[config.mk]
export PLATFORM = sky130hd
export DESIGN_NAME = inj_seq_ctrl
export DESIGN_NICKNAME = d
export VERILOG_FILES = /design/src/rtl/inj_seq_pkg.sv /design/src/rtl/inj_trig_edge.sv /design/src/rtl/inj_cfg_bank.sv /design/src/rtl/inj_slot_seq.sv /design/src/rtl/inj_seq_ctrl.sv
export SDC_FILE = /design/constraint.sdc
export NUM_CORES = 1
export LEC_CHECK = 0
export ABC_CLOCK_PERIOD_IN_PS = 1900
export BUFFER_PORTS_ARGS = -buffer_cell sky130_fd_sc_hd__clkbuf_2
export CAP_MARGIN = 15
export CORE_MARGIN = 2
export CORE_UTILIZATION = 55
export CTS_BUF_LIST = sky130_fd_sc_hd__clkbuf_8
export DETAILED_ROUTE_END_ITERATION = 10
export PLACE_DENSITY = 0.82
export SYNTH_ARGS = -nofsm -noshare
export SYNTH_HDL_FRONTEND = slang
export SYNTH_SLANG_ARGS = --single-unit
[constraint.sdc]
create_clock -name clk -period 1.9 [get_ports clk]
set_input_delay 0.475 -clock clk [delete_from_list [all_inputs] [get_ports clk]]
set_output_delay 0.475 -clock clk [all_outputs]
set_load 0.01 [all_outputs]
[src/rtl/inj_seq_pkg.sv]
`timescale 1ns/1ps
package inj_seq_pkg;
  typedef enum logic [1:0] {
    EDGE_OFF  = 2'd0,
    EDGE_RISE = 2'd1,
    EDGE_FALL = 2'd2,
    EDGE_ANY  = 2'd3
  } edge_mode_e;

  localparam int DEF_SLOTS    = 4;
  localparam int DEF_CH_W     = 5;
  localparam int DEF_NUM_TRIG = 2;
endpackage

[src/rtl/inj_trig_edge.sv]
`timescale 1ns/1ps
module inj_trig_edge
  import inj_seq_pkg::*;
#(
  parameter int NUM_TRIG = DEF_NUM_TRIG,
  parameter int TSEL_W   = (NUM_TRIG > 1) ? $clog2(NUM_TRIG) : 1
) (
  input  logic                clk,
  input  logic                rst_n,
  input  logic [NUM_TRIG-1:0] trig_in,
  input  logic [TSEL_W-1:0]   sel,
  input  edge_mode_e          mode,
  output logic                hit
);
  logic [NUM_TRIG-1:0] rise_v;
  logic [NUM_TRIG-1:0] fall_v;

  // Two synchronizer flops plus one history flop per input
  for (genvar gi = 0; gi < NUM_TRIG; gi++) begin : g_in
    logic [2:0] pipe;
    always_ff @(posedge clk or negedge rst_n) begin
      if (!rst_n) pipe <= '0;
      else        pipe <= {pipe[1:0], trig_in[gi]};
    end
    assign rise_v[gi] =  pipe[1] & ~pipe[2];
    assign fall_v[gi] = ~pipe[1] &  pipe[2];
  end

  logic r_sel, f_sel, sel_ok;
  always_comb begin
    sel_ok = (int'(sel) < NUM_TRIG);
    r_sel  = sel_ok ? rise_v[sel] : 1'b0;
    f_sel  = sel_ok ? fall_v[sel] : 1'b0;
    unique case (mode)
      EDGE_OFF:  hit = 1'b0;
      EDGE_RISE: hit = r_sel;
      EDGE_FALL: hit = f_sel;
      EDGE_ANY:  hit = r_sel | f_sel;
      default:   hit = 1'b0;
    endcase
  end
endmodule

[src/rtl/inj_cfg_bank.sv]
`timescale 1ns/1ps
module inj_cfg_bank
  import inj_seq_pkg::*;
#(
  parameter int SLOTS  = DEF_SLOTS,
  parameter int CH_W   = DEF_CH_W,
  parameter int LEN_W  = 2,
  parameter int TSEL_W = 1
) (
  input  logic                  clk,
  input  logic                  rst_n,
  input  logic                  we,
  input  logic                  lock,
  input  logic [LEN_W-1:0]      len_in,
  input  logic [TSEL_W-1:0]     tsel_in,
  input  logic [1:0]            mode_in,
  input  logic [SLOTS*CH_W-1:0] ch_in,
  output logic [LEN_W-1:0]      len_q,
  output logic [TSEL_W-1:0]     tsel_q,
  output edge_mode_e            mode_q,
  output logic [SLOTS*CH_W-1:0] ch_q
);
  always_ff @(posedge clk or negedge rst_n) begin
    if (!rst_n) begin
      len_q  <= '0;
      tsel_q <= '0;
      mode_q <= EDGE_OFF;
      ch_q   <= '0;
    end else if (we && !lock) begin
      len_q  <= len_in;
      tsel_q <= tsel_in;
      mode_q <= edge_mode_e'(mode_in);
      ch_q   <= ch_in;
    end
  end
endmodule

[src/rtl/inj_slot_seq.sv]
`timescale 1ns/1ps
module inj_slot_seq #(
  parameter int SLOTS = 4,
  parameter int CH_W  = 5,
  parameter int LEN_W = 2,
  localparam int IDX_W = (SLOTS > 1) ? $clog2(SLOTS) : 1
) (
  input  logic                  clk,
  input  logic                  rst_n,
  input  logic                  start,
  input  logic [LEN_W-1:0]      len,
  input  logic [SLOTS*CH_W-1:0] ch_flat,
  input  logic                  done,
  output logic                  busy,
  output logic [CH_W-1:0]       req_ch,
  output logic                  eos
);
  logic [IDX_W-1:0] idx;
  logic             last;

  assign last   = (idx == IDX_W'(len));
  assign req_ch = ch_flat[idx*CH_W +: CH_W];

  always_ff @(posedge clk or negedge rst_n) begin
    if (!rst_n) begin
      busy <= 1'b0;
      idx  <= '0;
      eos  <= 1'b0;
    end else begin
      eos <= 1'b0;
      if (!busy) begin
        if (start) begin
          busy <= 1'b1;
          idx  <= '0;
        end
      end else if (done) begin
        if (last) begin
          busy <= 1'b0;
          eos  <= 1'b1;
        end else begin
          idx <= idx + 1'b1;
        end
      end
    end
  end
endmodule

[src/rtl/inj_seq_ctrl.sv]
`timescale 1ns/1ps
module inj_seq_ctrl
  import inj_seq_pkg::*;
#(
  parameter int SLOTS    = DEF_SLOTS,
  parameter int CH_W     = DEF_CH_W,
  parameter int NUM_TRIG = DEF_NUM_TRIG,
  localparam int LEN_W   = (SLOTS > 1) ? $clog2(SLOTS) : 1,
  localparam int TSEL_W  = (NUM_TRIG > 1) ? $clog2(NUM_TRIG) : 1
) (
  input  logic                  clk,
  input  logic                  rst_n,
  input  logic                  cfg_we,
  input  logic [LEN_W-1:0]      cfg_len,
  input  logic [TSEL_W-1:0]     cfg_tsel,
  input  logic [1:0]            cfg_mode,
  input  logic [SLOTS*CH_W-1:0] cfg_ch,
  input  logic                  sw_start,
  input  logic [NUM_TRIG-1:0]   trig_in,
  output logic                  conv_req_valid,
  output logic [CH_W-1:0]       conv_req_ch,
  input  logic                  conv_done,
  output logic                  seq_done
);
  logic [LEN_W-1:0]      len_q;
  logic [TSEL_W-1:0]     tsel_q;
  edge_mode_e            mode_q;
  logic [SLOTS*CH_W-1:0] ch_q;
  logic                  trig_hit;
  logic                  busy;
  logic                  launch;

  inj_cfg_bank #(.SLOTS(SLOTS), .CH_W(CH_W), .LEN_W(LEN_W), .TSEL_W(TSEL_W)) u_cfg (
    .clk(clk), .rst_n(rst_n), .we(cfg_we), .lock(busy),
    .len_in(cfg_len), .tsel_in(cfg_tsel), .mode_in(cfg_mode), .ch_in(cfg_ch),
    .len_q(len_q), .tsel_q(tsel_q), .mode_q(mode_q), .ch_q(ch_q)
  );

  inj_trig_edge #(.NUM_TRIG(NUM_TRIG), .TSEL_W(TSEL_W)) u_trig (
    .clk(clk), .rst_n(rst_n), .trig_in(trig_in),
    .sel(tsel_q), .mode(mode_q), .hit(trig_hit)
  );

  // Starts seen while busy are simply dropped
  assign launch = !busy && (sw_start || trig_hit);

  inj_slot_seq #(.SLOTS(SLOTS), .CH_W(CH_W), .LEN_W(LEN_W)) u_seq (
    .clk(clk), .rst_n(rst_n), .start(launch), .len(len_q), .ch_flat(ch_q),
    .done(conv_done), .busy(busy), .req_ch(conv_req_ch), .eos(seq_done)
  );

  assign conv_req_valid = busy;
endmodule

==> metrics.txt <==
status=finished with violations; violated checks=negative setup slack; area of the multi-input gates=662 µm²; fraction of layout cells with a size suffix above 1=62.2%; Final Setup Violations=4; initial DRC count=23; die span in x=57.9 µm; post-route setup slack=-0.0266 ns; post-synthesis net count=125; Slew Viols, Final=0; power density over the cells=1570 nW/µm²; dpl cells=163; Detail Placement HPWL=2020 µm; # IOs=39; CP cell instances=buf_6, mux4_2, clkbuf_2; Area growth syn-to-layout=21.5%; final worst path period share=101%; fin crit period=1.93 ns; core area=2760 µm²; H-tree depth=2; Yosys top cell by area=dfrtp_1; Clock Path Buffers=2; final core occ=70.5%; final hold violations=0; Tot GR Track Use=21.1%; Routed WL=2850 µm; Port Buffers=38; row count=19; Clk Latency, worst-skew pair=0.29 ns; routability cong.=0.815; register area=877 µm²; Mean Syn Cell Area=17.2 µm²; Setup Skew=0.00336 ns; most common cell after layout, fill and taps aside=clkbuf_2; Post-DRT Antenna Nets=0; RSZ-0062 raised after global routing=yes; DR WL/cell=16.4 µm; worst min path class=input pin to asynchronous set/reset pin; CTS tree=built; library cells used by synthesis=27; worst vdd ir=1030 µV; DR vias/cell=5.49; first-pass GRT wire length=5090 µm; DIE AREA=3360 µm²; chip height=57.9 µm; CTS root buffer=clkbuf_8; final std cells w/o fill=174; FF+latch count, synth=35; Synth area leaders=dfrtp_1 55%, mux2_4 19%, mux4_2 7.0%; commonest non-fill, non-tap cells in the layout=38 x clkbuf_2, 34 x dfrtp_1, 20 x mux2_4; Pre-antenna DRT Iters=4; CTS clk-pin slew, worst paths=0.07 ns; largest net degree at the start of global routing=26; Setup crit end kind=primary output; sequential share of the synthesized area=54.7%; vias in the first global route=1,087; Fmax=519 MHz; initial antenna violation count=0; Post-CTS Hold Buffers=0; total number of vias=956; Worst Setup Start Kind=register; CTS sink count=35; pre-CTS setup slack=0.208 ns; Mapped Area=1600 µm²; total CTS buffers=5; Slew @ Worst Pin=0.594 ns; n_diodes=0; Crit path arrival time=1.45 ns; DRC Markers=0; CP max stage delay=0.48 ns; Slowest-stage cell, CP=mux4_2; P_leak=0.000926 µW; max-cap viol count=0; fillcell total=200; Synth Instances=93; Initial Utilization=58.0%; grt ovf=0; worst rel slew slack=60.4%; FF-to-FF setup slack=0.54 ns; synth warn=0; critical path class=register to primary output; top-area cell type share of the netlist area=54.7%; Final nets=174; crit path max fanout=5; Critical Path RT=1.42 ns
final timing paths:
| path | depth (start not counted) | to | startpoint |
|---|---|---|---|
| worst min register to register | 0 | u_trig.g_in[0].pipe[1] | u_trig.g_in[0].pipe[0] |
| worst max-delay path | 3 | conv_req_ch[4] | u_seq.idx[0] |
| min in group clk | 1 | u_trig.g_in[1].pipe[0] | trig_in[1] |
| max in group asynchronous | 2 | u_trig.g_in[0].pipe[2] | rst_n |
| worst max register to register | 5 | u_seq.busy | u_seq.idx[0] |
| worst min-delay path | 1 | u_cfg.ch_q[5] | rst_n |
metrics by stage:
| step | setup TNS [ns] | total power (µW) | hold slack, ns | instance area (µm²) |
|---|---|---|---|---|
| after global routing | -0.360 | 3260 | 0.222 | 1940 |
| after global placement | 0 | 2430 | 0.332 | 1820 |
| after CTS | -0.127 | 3080 | 0.196 | 1940 |
| after detailed placement | 0 | 2480 | 0.355 | 1820 |
| after floorplan | 0 | 2160 | 0.179 | 1600 |
| final | -0.102 | 3060 | 0.180 | 1940 |
synthesized netlist by cell type (all sizes together):
cell and instances:
nand3 1, buf 5, nand2b 1, dfrtp 35, mux2 25, a21bo 1, o21ai 1, mux4 5
nor4bb 1, nand4bb 2, and4b 1, nand4 1, nor2b 1, and3 1, o2bb2ai 1, nor4 1
nand2 2, a32o 1, xor2 2, a21oi 1, and2 1, nand4b 1, mux2i 1, nor3 1
state kept, by name, indices dropped and copies added (netlist names):
name,cells
u_seq.idx,2
u_cfg.ch_q,20
u_cfg.mode_q,2
u_cfg.len_q,2
u_seq.busy,1
u_cfg.tsel_q,1
u_seq.eos,1
u_trig.g_in.pipe,6
routing by layer:
metal	wire length [µm]	vias to the layer above	GRT usage, %	share of wire [%]
li1	-	442	-	-
met1	1210	481	24.6	42
met2	1430	28	34.9	50
met3	163	5	8.48	5.7
met4	44	0	7.97	1.5
met5	0	-	0	0
cells by family (layout without fill, tap and decap cells):
group / Yosys count / in the layout / share of synthesized area [%]
AO/OA/AOI/OAI: 5 / 5 / 2.42
XOR/XNOR: 2 / 2 / 1.09
buffers and inverters: 5 / 55 / 4.38
flip-flops: 35 / 35 / 54.7
multiplexers: 31 / 31 / 29.9
AND/OR/NAND/NOR: 15 / 15 / 7.43
critical path, delay by kind of cell, from the launching register on:
kind     cells  cell delay [ns]
flops        1             0.42
buf+inv      2             0.27
mux          1             0.48
power breakdown:
group          total [µW]  switching (µW)  internal [µW]
Clock                 509             259            250
Combinational        1250             425            828
Sequential           1290             230           1060
timing repair:
action,CTS,global route
resized for setup,4,0
endpoints found under the setup margin,3,4
buffers inserted,3,0
layout make-up:
| type | instances | area share (%) |
|---|---|---|
| flip-flops and latches | 35 | 45.1 |
| clock buffers | 5 | 3.54 |
| well taps | 31 | 1.99 |
| clock inverters | 3 | 0.837 |
| repair buffers | 47 | 14.5 |
| multi-input cells | 53 | 34.0 |
Power figures use the tool's default switching activity.
